### src/rtl/mls_pkg.sv
package mls_pkg;

    typedef enum logic [1:0] {
        ST_IDLE  = 2'd0,
        ST_LOAD  = 2'd1,
        ST_SHIFT = 2'd2
    } st_e;

    localparam int BYTE_W = 8;
    localparam int LANE_MAX = 8;

endpackage

### src/rtl/mls_lane_map.sv
module mls_lane_map #(
    parameter int BW = 8
) (
    input  logic [1:0]    lanes,
    input  logic          drive,
    input  logic [BW-1:0] sr,
    input  logic [BW-1:0] sd_in,
    output logic [BW-1:0] out,
    output logic [BW-1:0] oe,
    output logic [BW-1:0] sr_tx,
    output logic [BW-1:0] sr_rx
);
    localparam int SH_W = $clog2(BW) + 1;

    logic [SH_W-1:0] n;
    logic [BW-1:0]   mask;

    assign n = SH_W'(1) << lanes;

    for (genvar j = 0; j < BW; j++) begin : g_mask
        assign mask[j] = (SH_W'(j) < n);
    end

    assign out   = drive ? ((sr >> (SH_W'(BW) - n)) & mask) : '0;
    assign oe    = drive ? mask : '0;
    assign sr_tx = sr << n;
    assign sr_rx = (sr << n) | (sd_in & mask);
endmodule

### src/rtl/mls_byte_timer.sv
module mls_byte_timer (
    input  logic [1:0] lanes,
    input  logic       ddr,
    input  logic [3:0] ph,
    output logic       last,
    output logic       sample,
    output logic       advance
);
    logic [3:0] groups;
    logic [4:0] halves;

    always_comb begin
        groups = 4'd8 >> lanes;
        if (ddr) begin
            halves  = (groups < 4'd2) ? 5'd2 : {1'b0, groups};
            sample  = (ph < groups);
            advance = (ph < groups);
        end else begin
            halves  = {groups, 1'b0};
            sample  = ~ph[0];
            advance = ph[0];
        end
        last = ({1'b0, ph} == halves - 5'd1);
    end
endmodule

### src/rtl/mlane_shifter.sv
module mlane_shifter #(
    parameter int DIV   = 2,
    parameter int LEN_W = 8
) (
    input  logic             clk,
    input  logic             rst_n,
    input  logic             start,
    input  logic [1:0]       cfg_lanes,
    input  logic             cfg_ddr,
    input  logic             cfg_rx,
    input  logic             cfg_cpol,
    input  logic [LEN_W-1:0] cfg_len,
    output logic             done,
    input  logic [7:0]       tx_data,
    input  logic             tx_valid,
    output logic             tx_ready,
    output logic [7:0]       rx_data,
    output logic             rx_valid,
    input  logic             rx_ready,
    output logic             sclk,
    output logic             cs_n,
    output logic [7:0]       sd_out,
    output logic [7:0]       sd_oe,
    input  logic [7:0]       sd_in
);
    import mls_pkg::*;

    localparam int DIV_W = (DIV > 1) ? $clog2(DIV) : 1;
    localparam logic [DIV_W-1:0] DIV_END = DIV_W'(DIV - 1);

    typedef struct packed {
        st_e              st;
        logic             cs_n;
        logic             sclk;
        logic             done;
        logic [7:0]       sr;
        logic [3:0]       ph;
        logic [DIV_W-1:0] div;
        logic [LEN_W-1:0] left;
        logic [1:0]       lanes;
        logic             ddr;
        logic             rx;
        logic             cpol;
        logic             rxv;
        logic [7:0]       rxd;
    } regs_t;

    regs_t q, d;

    logic       t_last, t_sample, t_adv;
    logic [7:0] map_out, map_oe, sr_tx, sr_rx;
    logic       drive;
    logic       mode_rx, mode_ddr;
    logic [1:0] mode_lanes;

    assign drive = ~q.cs_n & ~q.rx;

    mls_byte_timer u_timer (
        .lanes   (q.lanes),
        .ddr     (q.ddr),
        .ph      (q.ph),
        .last    (t_last),
        .sample  (t_sample),
        .advance (t_adv)
    );

    mls_lane_map #(.BW(BYTE_W)) u_map (
        .lanes (q.lanes),
        .drive (drive),
        .sr    (q.sr),
        .sd_in (sd_in),
        .out   (map_out),
        .oe    (map_oe),
        .sr_tx (sr_tx),
        .sr_rx (sr_rx)
    );

    always_comb begin
        d      = q;
        d.done = 1'b0;
        if (q.rxv && rx_ready) d.rxv = 1'b0;
        unique case (q.st)
            ST_IDLE: begin
                d.sclk = cfg_cpol;
                if (start && cfg_len != '0) begin
                    d.lanes = cfg_lanes;
                    d.ddr   = cfg_ddr;
                    d.rx    = cfg_rx;
                    d.cpol  = cfg_cpol;
                    d.left  = cfg_len;
                    d.cs_n  = 1'b0;
                    d.st    = ST_LOAD;
                end
            end
            ST_LOAD: begin
                if (!q.rx && tx_valid) begin
                    d.sr  = tx_data;
                    d.st  = ST_SHIFT;
                    d.ph  = '0;
                    d.div = '0;
                end else if (q.rx && (!q.rxv || rx_ready)) begin
                    d.sr  = '0;
                    d.st  = ST_SHIFT;
                    d.ph  = '0;
                    d.div = '0;
                end
            end
            ST_SHIFT: begin
                if (q.div == DIV_END) begin
                    d.div  = '0;
                    d.sclk = ~q.sclk;
                    if (q.rx && t_sample)      d.sr = sr_rx;
                    else if (!q.rx && t_adv)   d.sr = sr_tx;
                    if (t_last) begin
                        d.left = q.left - LEN_W'(1);
                        if (q.rx) begin
                            d.rxd = d.sr;
                            d.rxv = 1'b1;
                        end
                        if (q.left == LEN_W'(1)) begin
                            d.cs_n = 1'b1;
                            d.done = 1'b1;
                            d.st   = ST_IDLE;
                        end else begin
                            d.st = ST_LOAD;
                        end
                    end else begin
                        d.ph = q.ph + 4'd1;
                    end
                end else begin
                    d.div = q.div + DIV_W'(1);
                end
            end
            default: d.st = ST_IDLE;
        endcase
    end

    always_ff @(posedge clk or negedge rst_n) begin
        if (!rst_n) begin
            q      <= '0;
            q.cs_n <= 1'b1;
        end else begin
            q <= d;
        end
    end

    assign done       = q.done;
    assign tx_ready   = (q.st == ST_LOAD) && !q.rx;
    assign rx_data    = q.rxd;
    assign rx_valid   = q.rxv;
    assign sclk       = q.sclk;
    assign cs_n       = q.cs_n;
    assign sd_out     = map_out;
    assign sd_oe      = map_oe;
    assign mode_rx    = q.rx;
    assign mode_ddr   = q.ddr;
    assign mode_lanes = q.lanes;
endmodule

### config.mk
export PLATFORM = sky130hd
export DESIGN_NAME = mlane_shifter
export DESIGN_NICKNAME = d
export VERILOG_FILES = /design/src/rtl/mls_pkg.sv /design/src/rtl/mls_lane_map.sv /design/src/rtl/mls_byte_timer.sv /design/src/rtl/mlane_shifter.sv
export SDC_FILE = /design/constraint.sdc
export NUM_CORES = 1
export LEC_CHECK = 0
export BUFFER_PORTS_ARGS = -buffer_cell sky130_fd_sc_hd__buf_2
export CORE_MARGIN = 3
export CORE_UTILIZATION = 25
export CTS_CLUSTER_DIAMETER = 100
export DETAILED_ROUTE_END_ITERATION = 16
export HOLD_SLACK_MARGIN = 0.06
export PLACE_DENSITY = 0.52
export SLEW_MARGIN = 10
export SYNTH_ARGS = -nofsm -noshare
export SYNTH_HDL_FRONTEND = slang
export SYNTH_HIERARCHICAL = 1
export SYNTH_SLANG_ARGS = --single-unit
### constraint.sdc
create_clock -name clk -period 6.25 [get_ports clk]
set_input_delay 0.9375 -clock clk [delete_from_list [all_inputs] [get_ports clk]]
set_output_delay 0.9375 -clock clk [all_outputs]
set_load 0.01 [all_outputs]
==> results of run 1 <==
## state kept, by name, indices dropped and copies added, names as in the netlist
signal and count:
rx_data 8, mode_rx 1, done 1, mode_lanes 2, q 23, cs_n 1, mode_ddr 1, rx_valid 1
sclk 1
## metrics by stage
stage	hold WS [ns]	worst slack (ns)	area, µm²	util, %	std cells
final	0.508	2.55	3410	29.7	529
after global routing	0.548	2.31	3410	29.7	529
after global placement	0.492	2.92	3230	28.2	521
after detailed placement	0.490	2.84	3230	28.2	521
after floorplan	0.457	3.28	2960	-	349
after CTS	0.511	2.59	3410	29.7	529
## worst max-delay path: cells and delay by family (launching register included)
family / cells / cell delay, ns
compound gates: 1 / 0.27
simple gates: 2 / 0.44
fa+ha+maj: 1 / 0.47
mux: 1 / 0.35
flops: 1 / 0.70
buf+inv: 2 / 0.25
## cells by family after synthesis
logic type,after synthesis
and+or+nand+nor,129
AOI/OAI and AO/OA,81
buffers and inverters,53
DFF,39
muxes,32
adders and majority gates,8
xor gates and xnor gates,5
other,2
## cell usage after synthesis (4+ instances only)
cell type,number,area share (%)
nand3b_1,4,1.0
ha_1,8,3.4
a21o_1,5,1.3
buf_4,17,4.3
buf_2,4,0.68
nor3_1,6,1.0
a21oi_1,12,2.0
nand3_1,11,1.9
inv_1,19,2.4
dfrtp_1,38,32
nand2b_1,7,1.5
nor2_1,32,4.1
o211ai_1,7,1.8
a31oi_1,16,3.4
mux2i_1,26,8.8
o21ai_0,13,2.2
nand2_1,39,4.9
mux2_2,6,2.3
and2_1,5,1.1
clkbuf_1,8,1.0
and3_1,5,1.1
## power breakdown
| part | switching (W) | internal, W |
|---|---|---|
| combinational | 0.000558 | 0.000454 |
| sequential | 0.000199 | 0.000352 |
| clock | 0.000105 | 0.000199 |
## routing by layer
layer  track usage [%]  routed length (µm)  vias to the layer above
met2              21.1                3880                       86
li1                  -                   -                     1294
met4              2.03                  53                        0
met3              3.00                 585                        8
met1              17.5                3820                     1293
met5                 0                   0                        -
## worst paths after layout
check | start | endpoint | slack (ns) | cells after the start
hold / removal | q[21] | q[21] | 0.51 | 1
setup reg to reg | mode_lanes[1] | q[18] | 2.73 | 9
min in group asynchronous | rst_n | q[15] | 0.79 | 1
setup / recovery | mode_lanes[1] | sd_out[0] | 2.55 | 7
max in group asynchronous | rst_n | q[34] | 4.89 | 1
hold reg to reg | q[21] | q[21] | 0.51 | 1
## cell type report
class / instances / area, µm²
tap: 143 / 179
inverter: 20 / 75.1
clock inverter: 2 / 35.0
multi-input combinational: 257 / 1690
fill: 1220 / 8060
timing repair buffer: 62 / 310
clock buffer: 6 / 139
sequential: 39 / 977
==> results.txt, run 1 <==
outcome: completed
fin crit share: 59.2%
Max Fclk: 0.270 GHz
Sink Count: 39
sequential area share after synthesis: 33.0%
hpwl dp: 6220 µm
First-pass DRT Iterations: 4
max-slew violations: 0
DRT iter0 DRCs: 124
CORE AREA: 11500 µm²
cell count after synthesis: 349
critical path class: reg -> out
# rows: 39
final wirelength: 8340 µm
input/output buffers: 62
top_reg_cell synth: dfrtp_1
Max-slew headroom: 27.4%
final setup fails: 0
Synth Area in Compound Gates: 18.5%
Vias: 2681
Tot Pwr: 0.00187 W
syn nets: 391
number of flops mapped to enable cells by yosys: 0
GRT Total Usage: 12.8%
Setup crit end kind: primary output
Slew @ Worst Pin: 1.08 ns
TritonCTS clock tree: yes
multiplexer share of the synthesized area: 11.1%
XOR/XNOR Fraction of Synth Area: 1.48%
grt ovf: 0
post_cts resized: 0
worst path required time: 5.31 ns
maximum fanout along the worst path: 27
WL per Instance: 15.8 µm
drt drc: 0
crit-path max cell delay: 0.70 ns
synthesized area per cell: 8.48 µm²
die area: 13200 µm²
Post-CTS Hold Buffers: 0
mapped cell area: 2960 µm²
htree depth: 2
min-delay worst type: reg -> reg
Slowest-stage cell, CP: dfrtp_1
RSZ-0062 raised after global routing: false
Clock Path Buffers: 2
sequence of cells on the critical path: nor2_1 > inv_1 > ha_1 > mux2i_1 > nor3_1 > o31a_1 > buf_2
Synth Area in Adders: 3.38%
I/O pin count: 63
Clock Skews: 0.00600 ns
count of cell types in the netlist: 63
DIE WIDTH: 115 µm
Yosys warning count: 6
Post-CTS Setup Inserts: 0
nets: 427
initial core utilization: 25.8%
initial antenna violation count: 0
combinational family with the most area after synthesis: simple AND/OR/NAND/NOR gates
CTS Root Cell: clkbuf_16
power density cells: 548 nW/µm²
CTS buffer count: 5
area share of and/or/nand/nor cells after synthesis: 22.4%
max_cap viols: 0
synthesized flop and latch total: 39
Peak VDD IR: 0.229 mV
minimum clock period: 3.70 ns
vias in the first global route: 2616
CTS clock-pin slew for the worst setup and hold paths: 0.06 ns
Setup crit start kind: register
drt via density: 5.07
antenna cells: 0
Die H: 115 µm
most common cell after layout, fill and taps aside: buf_2
synthesis-to-layout area growth: 15.1%
worst-skew pair later-pin latency: 0.28 ns
share of cells above drive strength 1: 22.5%
Final ANT Viol Nets: 0
pin count of the biggest net entering global routing: 40
leakage power: 1.65 nW
ys async rst share: 100%
commonest non-fill, non-tap cells in the layout: buf_2, nand2_1, dfrtp_1
gpl congestion: 0.823
Setup TNS Final: 0 ns
first-pass GRT wire length: 13600 µm
Hold Violations, Final: 0
crit path DAT: 2.77 ns
No activity file was read; power rests on OpenSTA's default activity.
==> run 2, diff against run 1 <==
==> constraint.sdc (replaced) <==
create_clock -name clk -period 3.65 [get_ports clk]
set_input_delay 0.5475 -clock clk [delete_from_list [all_inputs] [get_ports clk]]
set_output_delay 0.5475 -clock clk [all_outputs]
set_load 0.01 [all_outputs]
==> results.txt, run 2 (synthesis results as in run 1) <==
share of cells above drive strength 1: 23.3% (+0.79 points)
gpl congestion: 0.786 (-4.4%)
Hold Violations, Final: 0 (unchanged)
final wirelength: 8220 µm (-1.4%)
final core utilization: 29.8% (+0.14 points)
RSZ-0062 raised after global routing: false
reg2reg setup slack: 0.75 ns (-1.98 ns)
Crit path depth: 8 (+1)
Sink Count: 39 (unchanged)
CTS buffer count: 5 (unchanged)
GRT Total Usage: 12.7% (-0.050 points)
Final ANT Viol Nets: 0 (unchanged)
Max Fclk: 0.322 GHz
leakage power: 1.66 nW (+0.59%)
CTS Root Cell: clkbuf_16
initial core utilization: 25.8% (unchanged)
commonest non-fill, non-tap cells in the layout: buf_2, nand2_1, dfrtp_1
WL per Instance: 15.4 µm (-2.1%)
max-slew violations: 0 (unchanged)
Clock Path Buffers: 2 (unchanged)
max reg flops: 23 (unchanged)
final setup fails: 0 (unchanged)
Clock Skews: 0.00512 ns (-0.000873 ns)
Critical path buffers and inverters: 3 (+1)
grt ovf: 0 (unchanged)
synthesis-to-layout area growth: 15.7%
Post-CTS Hold Buffers: 0 (unchanged)
Setup TNS Final: 0 ns (unchanged)
critical path class: reg -> out
vias in the first global route: 2576 (-1.5%)
die area: 13200 µm² (unchanged)
Die H: 115 µm (unchanged)
TritonCTS clock tree: yes
nets: 431 (+0.94%)
drt via density: 4.93 (-2.7%)
Tot Pwr: 0.00316 W (+69%)
drt drc: 0 (unchanged)
hpwl dp: 6150 µm (-1.2%)
initial antenna violation count: 0 (unchanged)
Post-CTS Setup Inserts: 0 (unchanged)
Peak VDD IR: 0.338 mV (+48%)
crit path DAT: 2.56 ns (-0.21 ns)
post_cts resized: 0 (unchanged)
htree depth: 2 (unchanged)
First-pass DRT Iterations: 4 (unchanged)
DRT iter0 DRCs: 150 (+21%)
Largest Register: q
sequence of cells on the critical path: buf_4 > nor2_1 > inv_1 > ha_1 > mux2i_1 > nor3_1 > o31a_1 > buf_2
Setup crit end kind: primary output
Vias: 2628 (-2.0%)
DIE WIDTH: 115 µm (unchanged)
pin count of the biggest net entering global routing: 40 (unchanged)
fin crit share: 85.0%
Max-slew headroom: 20.5% (-7.0 points)
CORE AREA: 11500 µm² (unchanged)
fillers: 1238 (+1.5%)
antenna cells: 0 (unchanged)
Setup crit start kind: register
outcome: completed
crit-path max cell delay: 0.48 ns (-0.22 ns)
input/output buffers: 62 (unchanged)
maximum fanout along the worst path: 18 (-33%)
pre-CTS setup slack: 0.795 ns (-2.05 ns)
I/O pin count: 63 (unchanged)
reg2reg path depth: 9 (unchanged)
# rows: 39 (unchanged)
worst path required time: 3.10 ns (-2.21 ns)
max_cap viols: 0 (unchanged)
Slowest-stage cell, CP: dfrtp_1
CP delay by family, top: flip-flops
first-pass GRT wire length: 13500 µm (-0.81%)
power density cells: 922 nW/µm² (+68%)
minimum clock period: 3.10 ns
min-delay worst type: in -> async
worst-skew pair later-pin latency: 0.28 ns (about the same)
CTS clock-pin slew for the worst setup and hold paths: 0.06 ns (about the same)
Slew @ Worst Pin: 1.19 ns (+0.104 ns)
Setup WS post-layout: 0.546 ns (-2.00 ns)
most common cell after layout, fill and taps aside: buf_2
-- run 2: final cells by class --
type                    count  area, µm²  area share [%]
clock buffers               7        153            4.46
clock inverters             1       7.51           0.219
inverters                  20       75.1            2.19
multi-input cells         257       1690            49.4
flip-flops and latches     39        977            28.6
well taps                 143        179            5.23
repair buffers             66        340            9.95
-- run 2: report_power, final --
group / switching [W] / internal [W] / total (W)
Combinational: 0.00101 / 0.000797 / 0.00181
Sequential: 0.000277 / 0.000605 / 0.000882
Clock: 0.000178 / 0.000291 / 0.000469
Total: 0.00146 / 0.00169 / 0.00316
-- run 2: final timing paths --
| check | start | endpoint |
|---|---|---|
| setup reg to reg | mode_lanes[0] | q[29] |
| min in group clk | cfg_lanes[1] | mode_lanes[1] |
| hold / removal | rst_n | q[17] |
| setup / recovery | mode_lanes[0] | sd_out[0] |
| max in group asynchronous | rst_n | q[27] |
| hold reg to reg | cs_n | cs_n |
-- run 2: through the flow --
step,hold slack [ns],instances,area (µm²)
finish,0.399,533,3420
global placement,0.485,525,3260
floorplan,0.252,349,2960
global route,0.467,533,3420
detailed placement,0.488,525,3260
CTS,0.440,533,3420
-- run 2: routing by layer --
metal	vias up	GRT usage [%]	part of all wire [%]	routed length, µm
met5	-	0	0	0
met3	10	2.63	5.4	445
li1	1305	-	-	-
met1	1242	18.6	49	4000
met4	0	2.58	1.3	103
met2	71	19.6	45	3670
